**config.mk**
```make
export PLATFORM = sky130hd
export DESIGN_NAME = cmd_hdr_parser
export DESIGN_NICKNAME = d
export VERILOG_FILES = /design/src/rtl/cmd_hdr_pkg.sv /design/src/rtl/cmd_popcnt.sv /design/src/rtl/cmd_low_bit.sv /design/src/rtl/cmd_hdr_decode.sv /design/src/rtl/cmd_hdr_parser.sv
export SDC_FILE = /design/constraint.sdc
export NUM_CORES = 1
export LEC_CHECK = 0
export BUFFER_PORTS_ARGS = -buffer_cell sky130_fd_sc_hd__buf_2
export CORE_UTILIZATION = 50
export DETAILED_ROUTE_END_ITERATION = 16
export GPL_TIMING_DRIVEN = 1
export PLACE_DENSITY = 0.78
export SETUP_SLACK_MARGIN = 0.05
export SYNTH_ARGS = -nofsm -noshare
export SYNTH_HDL_FRONTEND = slang
export SYNTH_SLANG_ARGS = --single-unit
```
**constraint.sdc**
```tcl
create_clock -name clk -period 6.97 [get_ports clk]
set_input_delay 1.394 -clock clk [delete_from_list [all_inputs] [get_ports clk]]
set_output_delay 1.394 -clock clk [all_outputs]
set_load 0.005 [all_outputs]
```
**src/rtl/cmd_hdr_pkg.sv**
```systemverilog
package cmd_hdr_pkg;
  localparam int WORD_W = 32;
  localparam int OP_W   = 4;
  localparam int OFS_W  = 12;
  localparam int CLS_W  = 10;
  localparam int FLD_W  = 16;
  localparam int SCM_W  = 6;
  localparam int IDX_W  = 8;

  localparam logic [OP_W-1:0] OPC_SETCL   = 4'h0;
  localparam logic [OP_W-1:0] OPC_INCR    = 4'h1;
  localparam logic [OP_W-1:0] OPC_NONINCR = 4'h2;
  localparam logic [OP_W-1:0] OPC_MASKW   = 4'h3;
  localparam logic [OP_W-1:0] OPC_IMM     = 4'h4;
  localparam logic [OP_W-1:0] OPC_RESTART = 4'h5;
  localparam logic [OP_W-1:0] OPC_GATHER  = 4'h6;
  localparam logic [OP_W-1:0] OPC_EXT     = 4'hE;

  localparam logic [3:0] SUB_ACQ = 4'h0;
  localparam logic [3:0] SUB_REL = 4'h1;
endpackage

```
**src/rtl/cmd_popcnt.sv**
```systemverilog
module cmd_popcnt #(
  parameter int W = 16,
  localparam int NW = $clog2(W + 1)
) (
  input  logic [W-1:0]  vec,
  output logic [NW-1:0] cnt
);
  always_comb begin
    cnt = '0;
    for (int i = 0; i < W; i++) cnt = cnt + NW'(vec[i]);
  end
endmodule

```
**src/rtl/cmd_low_bit.sv**
```systemverilog
module cmd_low_bit #(
  parameter int W = 16,
  localparam int IW = $clog2(W)
) (
  input  logic [W-1:0]  mask,
  output logic [IW-1:0] idx,
  output logic [W-1:0]  rest
);
  always_comb begin
    idx = '0;
    for (int i = W - 1; i >= 0; i--) begin
      if (mask[i]) idx = IW'(i);
    end
  end
  assign rest = mask & (mask - W'(1));
endmodule

```
**src/rtl/cmd_hdr_decode.sv**
```systemverilog
module cmd_hdr_decode
  import cmd_hdr_pkg::*;
(
  input  logic [WORD_W-1:0] word,
  output logic [FLD_W-1:0]  plen,
  output logic [OFS_W-1:0]  hdr_ofs,
  output logic [FLD_W-1:0]  hdr_fld,
  output logic [WORD_W-1:0] hdr_addr,
  output logic [FLD_W-1:0]  mask_init,
  output logic              cls_load,
  output logic [CLS_W-1:0]  new_cls,
  output logic              acq,
  output logic              rel,
  output logic              err
);
  localparam int PS_W = $clog2(SCM_W + 1);
  localparam int PM_W = $clog2(FLD_W + 1);

  logic [OP_W-1:0] op;
  logic [3:0]      sub;
  logic [PS_W-1:0] pc_scm;
  logic [PM_W-1:0] pc_msk;

  assign op      = word[31:28];
  assign sub     = word[27:24];
  assign new_cls = word[15:6];

  cmd_popcnt #(.W(SCM_W)) u_pc_scm (.vec(word[SCM_W-1:0]), .cnt(pc_scm));
  cmd_popcnt #(.W(FLD_W)) u_pc_msk (.vec(word[FLD_W-1:0]), .cnt(pc_msk));

  always_comb begin
    plen      = '0;
    hdr_ofs   = '0;
    hdr_fld   = '0;
    hdr_addr  = '0;
    mask_init = '0;
    cls_load  = 1'b0;
    acq       = 1'b0;
    rel       = 1'b0;
    err       = 1'b0;
    case (op)
      OPC_SETCL: begin
        hdr_ofs   = word[27:16];
        hdr_fld   = FLD_W'(word[SCM_W-1:0]);
        mask_init = FLD_W'(word[SCM_W-1:0]);
        plen      = FLD_W'(pc_scm);
        cls_load  = 1'b1;
      end
      OPC_INCR, OPC_NONINCR: begin
        hdr_ofs = word[27:16];
        hdr_fld = word[15:0];
        plen    = word[15:0];
      end
      OPC_MASKW: begin
        hdr_ofs   = word[27:16];
        hdr_fld   = word[15:0];
        mask_init = word[15:0];
        plen      = FLD_W'(pc_msk);
      end
      OPC_IMM: begin
        hdr_ofs = word[27:16];
        hdr_fld = word[15:0];
      end
      OPC_RESTART: hdr_addr = {word[27:0], 4'b0000};
      OPC_GATHER: begin
        hdr_ofs = word[27:16];
        hdr_fld = word[15:0];
        plen    = FLD_W'(1);
      end
      OPC_EXT: begin
        hdr_fld = FLD_W'(word[IDX_W-1:0]);
        acq     = (sub == SUB_ACQ);
        rel     = (sub == SUB_REL);
        err     = (sub != SUB_ACQ) && (sub != SUB_REL);
      end
      default: ;
    endcase
  end
endmodule

```
**src/rtl/cmd_hdr_parser.sv**
```systemverilog
module cmd_hdr_parser
  import cmd_hdr_pkg::*;
(
  input  logic              clk,
  input  logic              rst,
  input  logic              in_valid,
  output logic              in_ready,
  input  logic [31:0]       in_word,
  output logic              out_valid,
  input  logic              out_ready,
  output logic              out_is_hdr,
  output logic [3:0]        out_opcode,
  output logic [9:0]        out_class,
  output logic [11:0]       out_offset,
  output logic [15:0]       out_field,
  output logic [31:0]       out_addr,
  output logic              out_lock_acq,
  output logic              out_lock_rel,
  output logic              out_ext_err,
  output logic [31:0]       out_word
);
  localparam int LIW = $clog2(FLD_W);

  logic              accept, pending;
  logic [FLD_W-1:0]  rem_q;
  logic [OP_W-1:0]   mode_q;
  logic [OFS_W-1:0]  base_q, step_q, pay_ofs;
  logic [FLD_W-1:0]  msk_q, msk_rest;
  logic [LIW-1:0]    low_idx;
  logic [CLS_W-1:0]  cls_q;

  logic [FLD_W-1:0]  d_plen, d_fld, d_mask;
  logic [OFS_W-1:0]  d_ofs;
  logic [WORD_W-1:0] d_addr;
  logic              d_cls_load, d_acq, d_rel, d_err;
  logic [CLS_W-1:0]  d_cls;

  assign in_ready = !out_valid || out_ready;
  assign accept   = in_valid && in_ready;
  assign pending  = (rem_q != '0);

  cmd_hdr_decode u_dec (
    .word(in_word), .plen(d_plen), .hdr_ofs(d_ofs), .hdr_fld(d_fld),
    .hdr_addr(d_addr), .mask_init(d_mask), .cls_load(d_cls_load),
    .new_cls(d_cls), .acq(d_acq), .rel(d_rel), .err(d_err)
  );

  cmd_low_bit #(.W(FLD_W)) u_low (.mask(msk_q), .idx(low_idx), .rest(msk_rest));

  always_comb begin
    case (mode_q)
      OPC_INCR:             pay_ofs = step_q;
      OPC_SETCL, OPC_MASKW: pay_ofs = base_q + OFS_W'(low_idx);
      default:              pay_ofs = base_q;
    endcase
  end

  always_ff @(posedge clk) begin
    if (rst) begin
      out_valid    <= 1'b0;
      rem_q        <= '0;
      cls_q        <= '0;
      mode_q       <= '0;
      base_q       <= '0;
      step_q       <= '0;
      msk_q        <= '0;
      out_is_hdr   <= 1'b0;
      out_opcode   <= '0;
      out_class    <= '0;
      out_offset   <= '0;
      out_field    <= '0;
      out_addr     <= '0;
      out_lock_acq <= 1'b0;
      out_lock_rel <= 1'b0;
      out_ext_err  <= 1'b0;
      out_word     <= '0;
    end else if (accept) begin
      out_valid <= 1'b1;
      out_word  <= in_word;
      if (!pending) begin
        out_is_hdr   <= 1'b1;
        out_opcode   <= in_word[31:28];
        out_class    <= d_cls_load ? d_cls : cls_q;
        out_offset   <= d_ofs;
        out_field    <= d_fld;
        out_addr     <= d_addr;
        out_lock_acq <= d_acq;
        out_lock_rel <= d_rel;
        out_ext_err  <= d_err;
        if (d_cls_load) cls_q <= d_cls;
        rem_q  <= d_plen;
        mode_q <= in_word[31:28];
        base_q <= d_ofs;
        step_q <= d_ofs;
        msk_q  <= d_mask;
      end else begin
        out_is_hdr   <= 1'b0;
        out_opcode   <= mode_q;
        out_class    <= cls_q;
        out_offset   <= pay_ofs;
        out_field    <= rem_q - FLD_W'(1);
        out_addr     <= '0;
        out_lock_acq <= 1'b0;
        out_lock_rel <= 1'b0;
        out_ext_err  <= 1'b0;
        rem_q        <= rem_q - FLD_W'(1);
        if (mode_q == OPC_INCR) step_q <= step_q + OFS_W'(1);
        if (mode_q == OPC_SETCL || mode_q == OPC_MASKW) msk_q <= msk_rest;
      end
    end else if (out_ready) begin
      out_valid <= 1'b0;
    end
  end

  AST_HOLD_STALL: assert property (@(posedge clk) disable iff (rst)
    out_valid && !out_ready |=> out_valid && $stable(out_word) && $stable(out_is_hdr) && $stable(out_offset) && $stable(out_field));
  AST_ACCEPT_LATENCY: assert property (@(posedge clk) disable iff (rst)
    accept |=> out_valid && out_word == $past(in_word));
  AST_FLAG_ONEHOT: assert property (@(posedge clk) disable iff (rst)
    out_valid |-> $onehot0({out_lock_acq, out_lock_rel, out_ext_err}));
  AST_PAYLOAD_QUIET: assert property (@(posedge clk) disable iff (rst)
    out_valid && !out_is_hdr |-> !(out_lock_acq || out_lock_rel || out_ext_err));
  AST_REM_STEP: assert property (@(posedge clk) disable iff (rst)
    accept && pending |=> !out_is_hdr && rem_q == $past(rem_q) - 16'd1);
  AST_MASK_TRACK: assert property (@(posedge clk) disable iff (rst)
    (mode_q == OPC_SETCL || mode_q == OPC_MASKW) && pending |-> $countones(msk_q) == int'(rem_q));
  AST_RST_CLEAR: assert property (@(posedge clk) disable iff (rst)
    $past(rst) |-> rem_q == '0 && cls_q == '0 && !out_valid);
endmodule

```
==> out/metrics.csv <==
metric;value;unit
Worst Max-Slew Pin Slew;1.05;ns
CP Capture Type;flop;
synthesized area;0.00787;mm2
via count of the first global-routing pass;7173;
DRC;0;
total overflow reported by the global router;0;
Max clock buf depth;2;
buffer type at the clock tree root;clkbuf_16;
number of rows created at floorplan;45;
run status;finished, final reports clean;
Total Die Area;0.0162;mm2
combinational share of power;0.173;
global-route wire length before repair;38100;um
Synth Flop Type;dfxtp_1;
count of input and output buffers;143;
number of cells on the worst reg-to-reg path;8;
flop-to-flop setup slack;3.41;ns
share of final-layout standard cells stronger than drive strength 1;0.194;
total routed wirelength;23900;um
cells resized by post-CTS repair;0;
worst ir drop on vdd;196;uV
max capacitance violation total;0;
detailed-route wire length per cell;18.8;um
setup_tns;0;ns
P_leak;3.95;nW
Worst EP required;7.27;ns
final cell area excluding filler cells;0.00931;mm2
largest fanout on the critical path;6;
max-slew headroom at the worst pin;0.294;
type of the worst setup path;in2reg;
Internal Pwr Total;1.74;mW
multi-input gate area in the final layout;0.00422;mm2
total of hold buffers inserted after clock tree synthesis;0;
r2r endpoint;cls_q[9]$_SDFFE_PP0P_;
upper clock frequency limit;204;MHz
power per cell area;264;mW/mm2
Worst EP arrival;5.21;ns
cell taking the most area after synthesis;dfxtp_1;
setup violators final;0;
clock tree from TritonCTS;built;
post-route ant nets;0;
Clock Sinks;163;
number of primary I/O pins;148;
hpwl dp;16100;um
fraction of power consumed by sequential logic;0.406;
pin count of the biggest net entering global routing;75;
total via count in the routed design;7654;
worst flop-to-flop path startpoint;rem_q[0]$_SDFFE_PP0P_;
end of the worst hold path;out_word[30]$_SDFFE_PP0P_;
area delta synth->final;18.3;%
most used cell, CP;fa_1;
die extent in y;127;um
number of detailed-route iterations in the first pass;6;
flops & latches, synth;163;
Hold Vio Cnt, Final;0;
count of filler cells inserted in the layout;1323;
proportion of synthesized chip area in sequential cells;0.415;
series of cell instances along the critical path;buf_2, fa_1, inv_1, fa_1, fa_1, fa_1, inv_1, ha_1, fa_1, xnor2_1, nor2_1, a221oi_1, nor3_1, o21ai_0, a21oi_1;
total global routing track utilization;0.299;
number of buffers created by CTS;17;
startpoint kind of the worst setup timing path;primary input;
net switching component of the power;0.720;mW
via-per-instance ratio;6.01;
count of final max-slew check failures;0;
Die W;127;um
Clock transition at path regs;0.07;ns
Seq. cell area;0.00326;mm2
starting density of the core;0.516;
Tcrit/Tclk final;0.705;
CTS H-tree lvls;4;
top cells by area in the synthesized netlist;dfxtp_1 (41%), nand2_1 (6.4%), a21oi_1 (5.8%), nor2_1 (4.5%), a22o_1 (3.3%);
Switching Fraction;0.293;
final estimated routing congestion in global placement;0.924;
antenna violations before repair;0;
First DRT Iteration DRCs;896;
unrepaired setup endpoints after global routing;false;
start point of the worst hold path;out_word[30]$_SDFFE_PP0P_;
EDFF count, synth;0;
worst hold-check path type;reg2reg;
shortest period the worst path allows;4.91;ns
fraction of synthesis flops using an asynchronous set or reset pin;0;
Net count, final;1110;
Synthesis Warnings;0;
buffer count from post-CTS setup fixing;0;
Avg Inst Size Synth;8.38;um2
core area;0.0153;mm2
Cell variety after synth;66;
stage delay of the slowest cell on the critical path;0.56;ns
Clk network pwr share;0.422;
Synth Instances;939;
Slowest-stage cell, CP;fa_1;
Worst Skew;0.00901;ns
placed instance area;0.00866;mm2
antenna diode count;0;
Hold Path Cell Cnt;2;
top cell type's share of synthesized area;0.415;
clock latency on the worst-skew pair;0.44;ns
[layout by cell type, fill, tap and decap left out, types with 10 or more instances in the layout]
master     count
or3_1         13
xnor2_1       12
fa_1          13
dfxtp_1      163
nand2_1      134
buf_4         12
clkbuf_16     17
buf_2        142
nor2_1        93
a22oi_1       12
nor3_1        41
a211oi_1      29
a22o_1        30
o21ai_0       15
inv_1         29
and3_1        10
ha_1          12
a21oi_1       91
mux2i_1       10
nand3_1       26
[cells by family (layout without fill, tap and decap cells)]
family                   count (synthesis)  in the layout  synth area share
AO/OA/AOI/OAI                          250            250             0.216
XOR/XNOR                                21             21            0.0234
adder cells (fa/ha/maj)                 25             25            0.0522
buffers and inverters                   95            215            0.0526
flip-flops                             163            163             0.415
multiplexers                            13             13            0.0170
other                                    1              4          0.000477
AND/OR/NAND/NOR                        371            371             0.224
[worst max path at each step]
stage / from / to / slack, ns / depth (start not counted)
4_1_cts: in_word[0] / rem_q[2]$_SDFFE_PP0P_ / 2.09 / 15
3_3_place_gp: in_word[0] / rem_q[2]$_SDFFE_PP0P_ / 1.85 / 15
2_1_floorplan: in_word[0] / rem_q[1]$_SDFFE_PP0P_ / 2.16 / 12
6_report: in_word[0] / rem_q[2]$_SDFFE_PP0P_ / 2.06 / 15
5_1_grt: in_word[5] / rem_q[2]$_SDFFE_PP0P_ / 1.85 / 15
3_5_place_dp: in_word[5] / rem_q[2]$_SDFFE_PP0P_ / 1.81 / 15
[area by class of cell]
class | count | area share
Inverter | 29 | 0.0117
Clock inverter | 14 | 0.0235
Clock buffer | 18 | 0.0461
Tap cell | 211 | 0.0284
Multi-Input combinational cell | 684 | 0.454
Timing Repair Buffer | 154 | 0.0861
Sequential cell | 163 | 0.351
[sequential cells by signal, summed over array words and instances, names as in the netlist, 10 cells and up]
| signal | count |
|---|---|
| step_q | 12 |
| out_word | 32 |
| base_q | 12 |
| out_offset | 12 |
| msk_q | 16 |
| rem_q | 16 |
| out_field | 16 |
| out_addr | 28 |
| cls_q | 10 |
[per-layer routing]
metal,wire (um),track usage,part of all wire
met4,711,0.125,0.030
met2,11100,0.473,0.46
met5,0,0,0
met3,1950,0.0691,0.082
met1,10100,0.391,0.43
[power groups by stage]
| stage | clock network (mW) | registers [mW] | logic (mW) |
|---|---|---|---|
| final | 1.04 | 0.998 | 0.425 |
| after global routing | 1.08 | 1.00 | 0.468 |
| after CTS | 1.04 | 0.997 | 0.418 |
| after detailed placement | 0 | 1.02 | 0.406 |
| after global placement | 0 | 1.02 | 0.399 |
| after floorplan | 0 | 1.01 | 0.283 |
[cell usage after synthesis (4+ instances only)]
cell type and number:
a31oi_1 9, a222oi_1 8, a32o_1 4, a22o_1 30
or3_1 13, o21ai_0 16, mux2i_1 10, buf_4 4
clkbuf_1 43, nand3_1 26, and2_1 6, buf_6 4
a21oi_1 91, o211ai_1 7, buf_2 10, nor4_1 5
buf_1 5, nor4b_1 5, and3_1 10, nor3b_1 5
a22oi_1 12, a311oi_1 5, o22ai_1 5, a221oi_1 4
a221o_1 5, fa_1 13, nor2_1 94, nand4_1 6
nand2_1 135, ha_1 12, dfxtp_1 163, a21o_1 5
xnor2_1 12, xor2_1 9, inv_1 29, a211oi_1 29
nor3_1 42
[through the flow]
step	power, mW	cells	util	hold slack [ns]	setup WS, ns
finish	2.46	1273	0.610	0.454	2.06
global placement	1.42	1241	0.567	0.439	1.85
detailed placement	1.42	1241	0.567	0.446	1.81
floorplan	1.30	942	-	0.451	2.16
global route	2.55	1273	0.610	0.471	1.85
CTS	2.46	1273	0.610	0.456	2.09
[critical path: cells and delay by family]
kind	cells	cell delay, ns
and+or+nand+nor	2	0.16
AOI/OAI and AO/OA	3	0.57
xor gates and xnor gates	1	0.16
buffers and inverters	3	0.28
adders and majority gates	6	2.66
(Power assumes the default switching activity.)
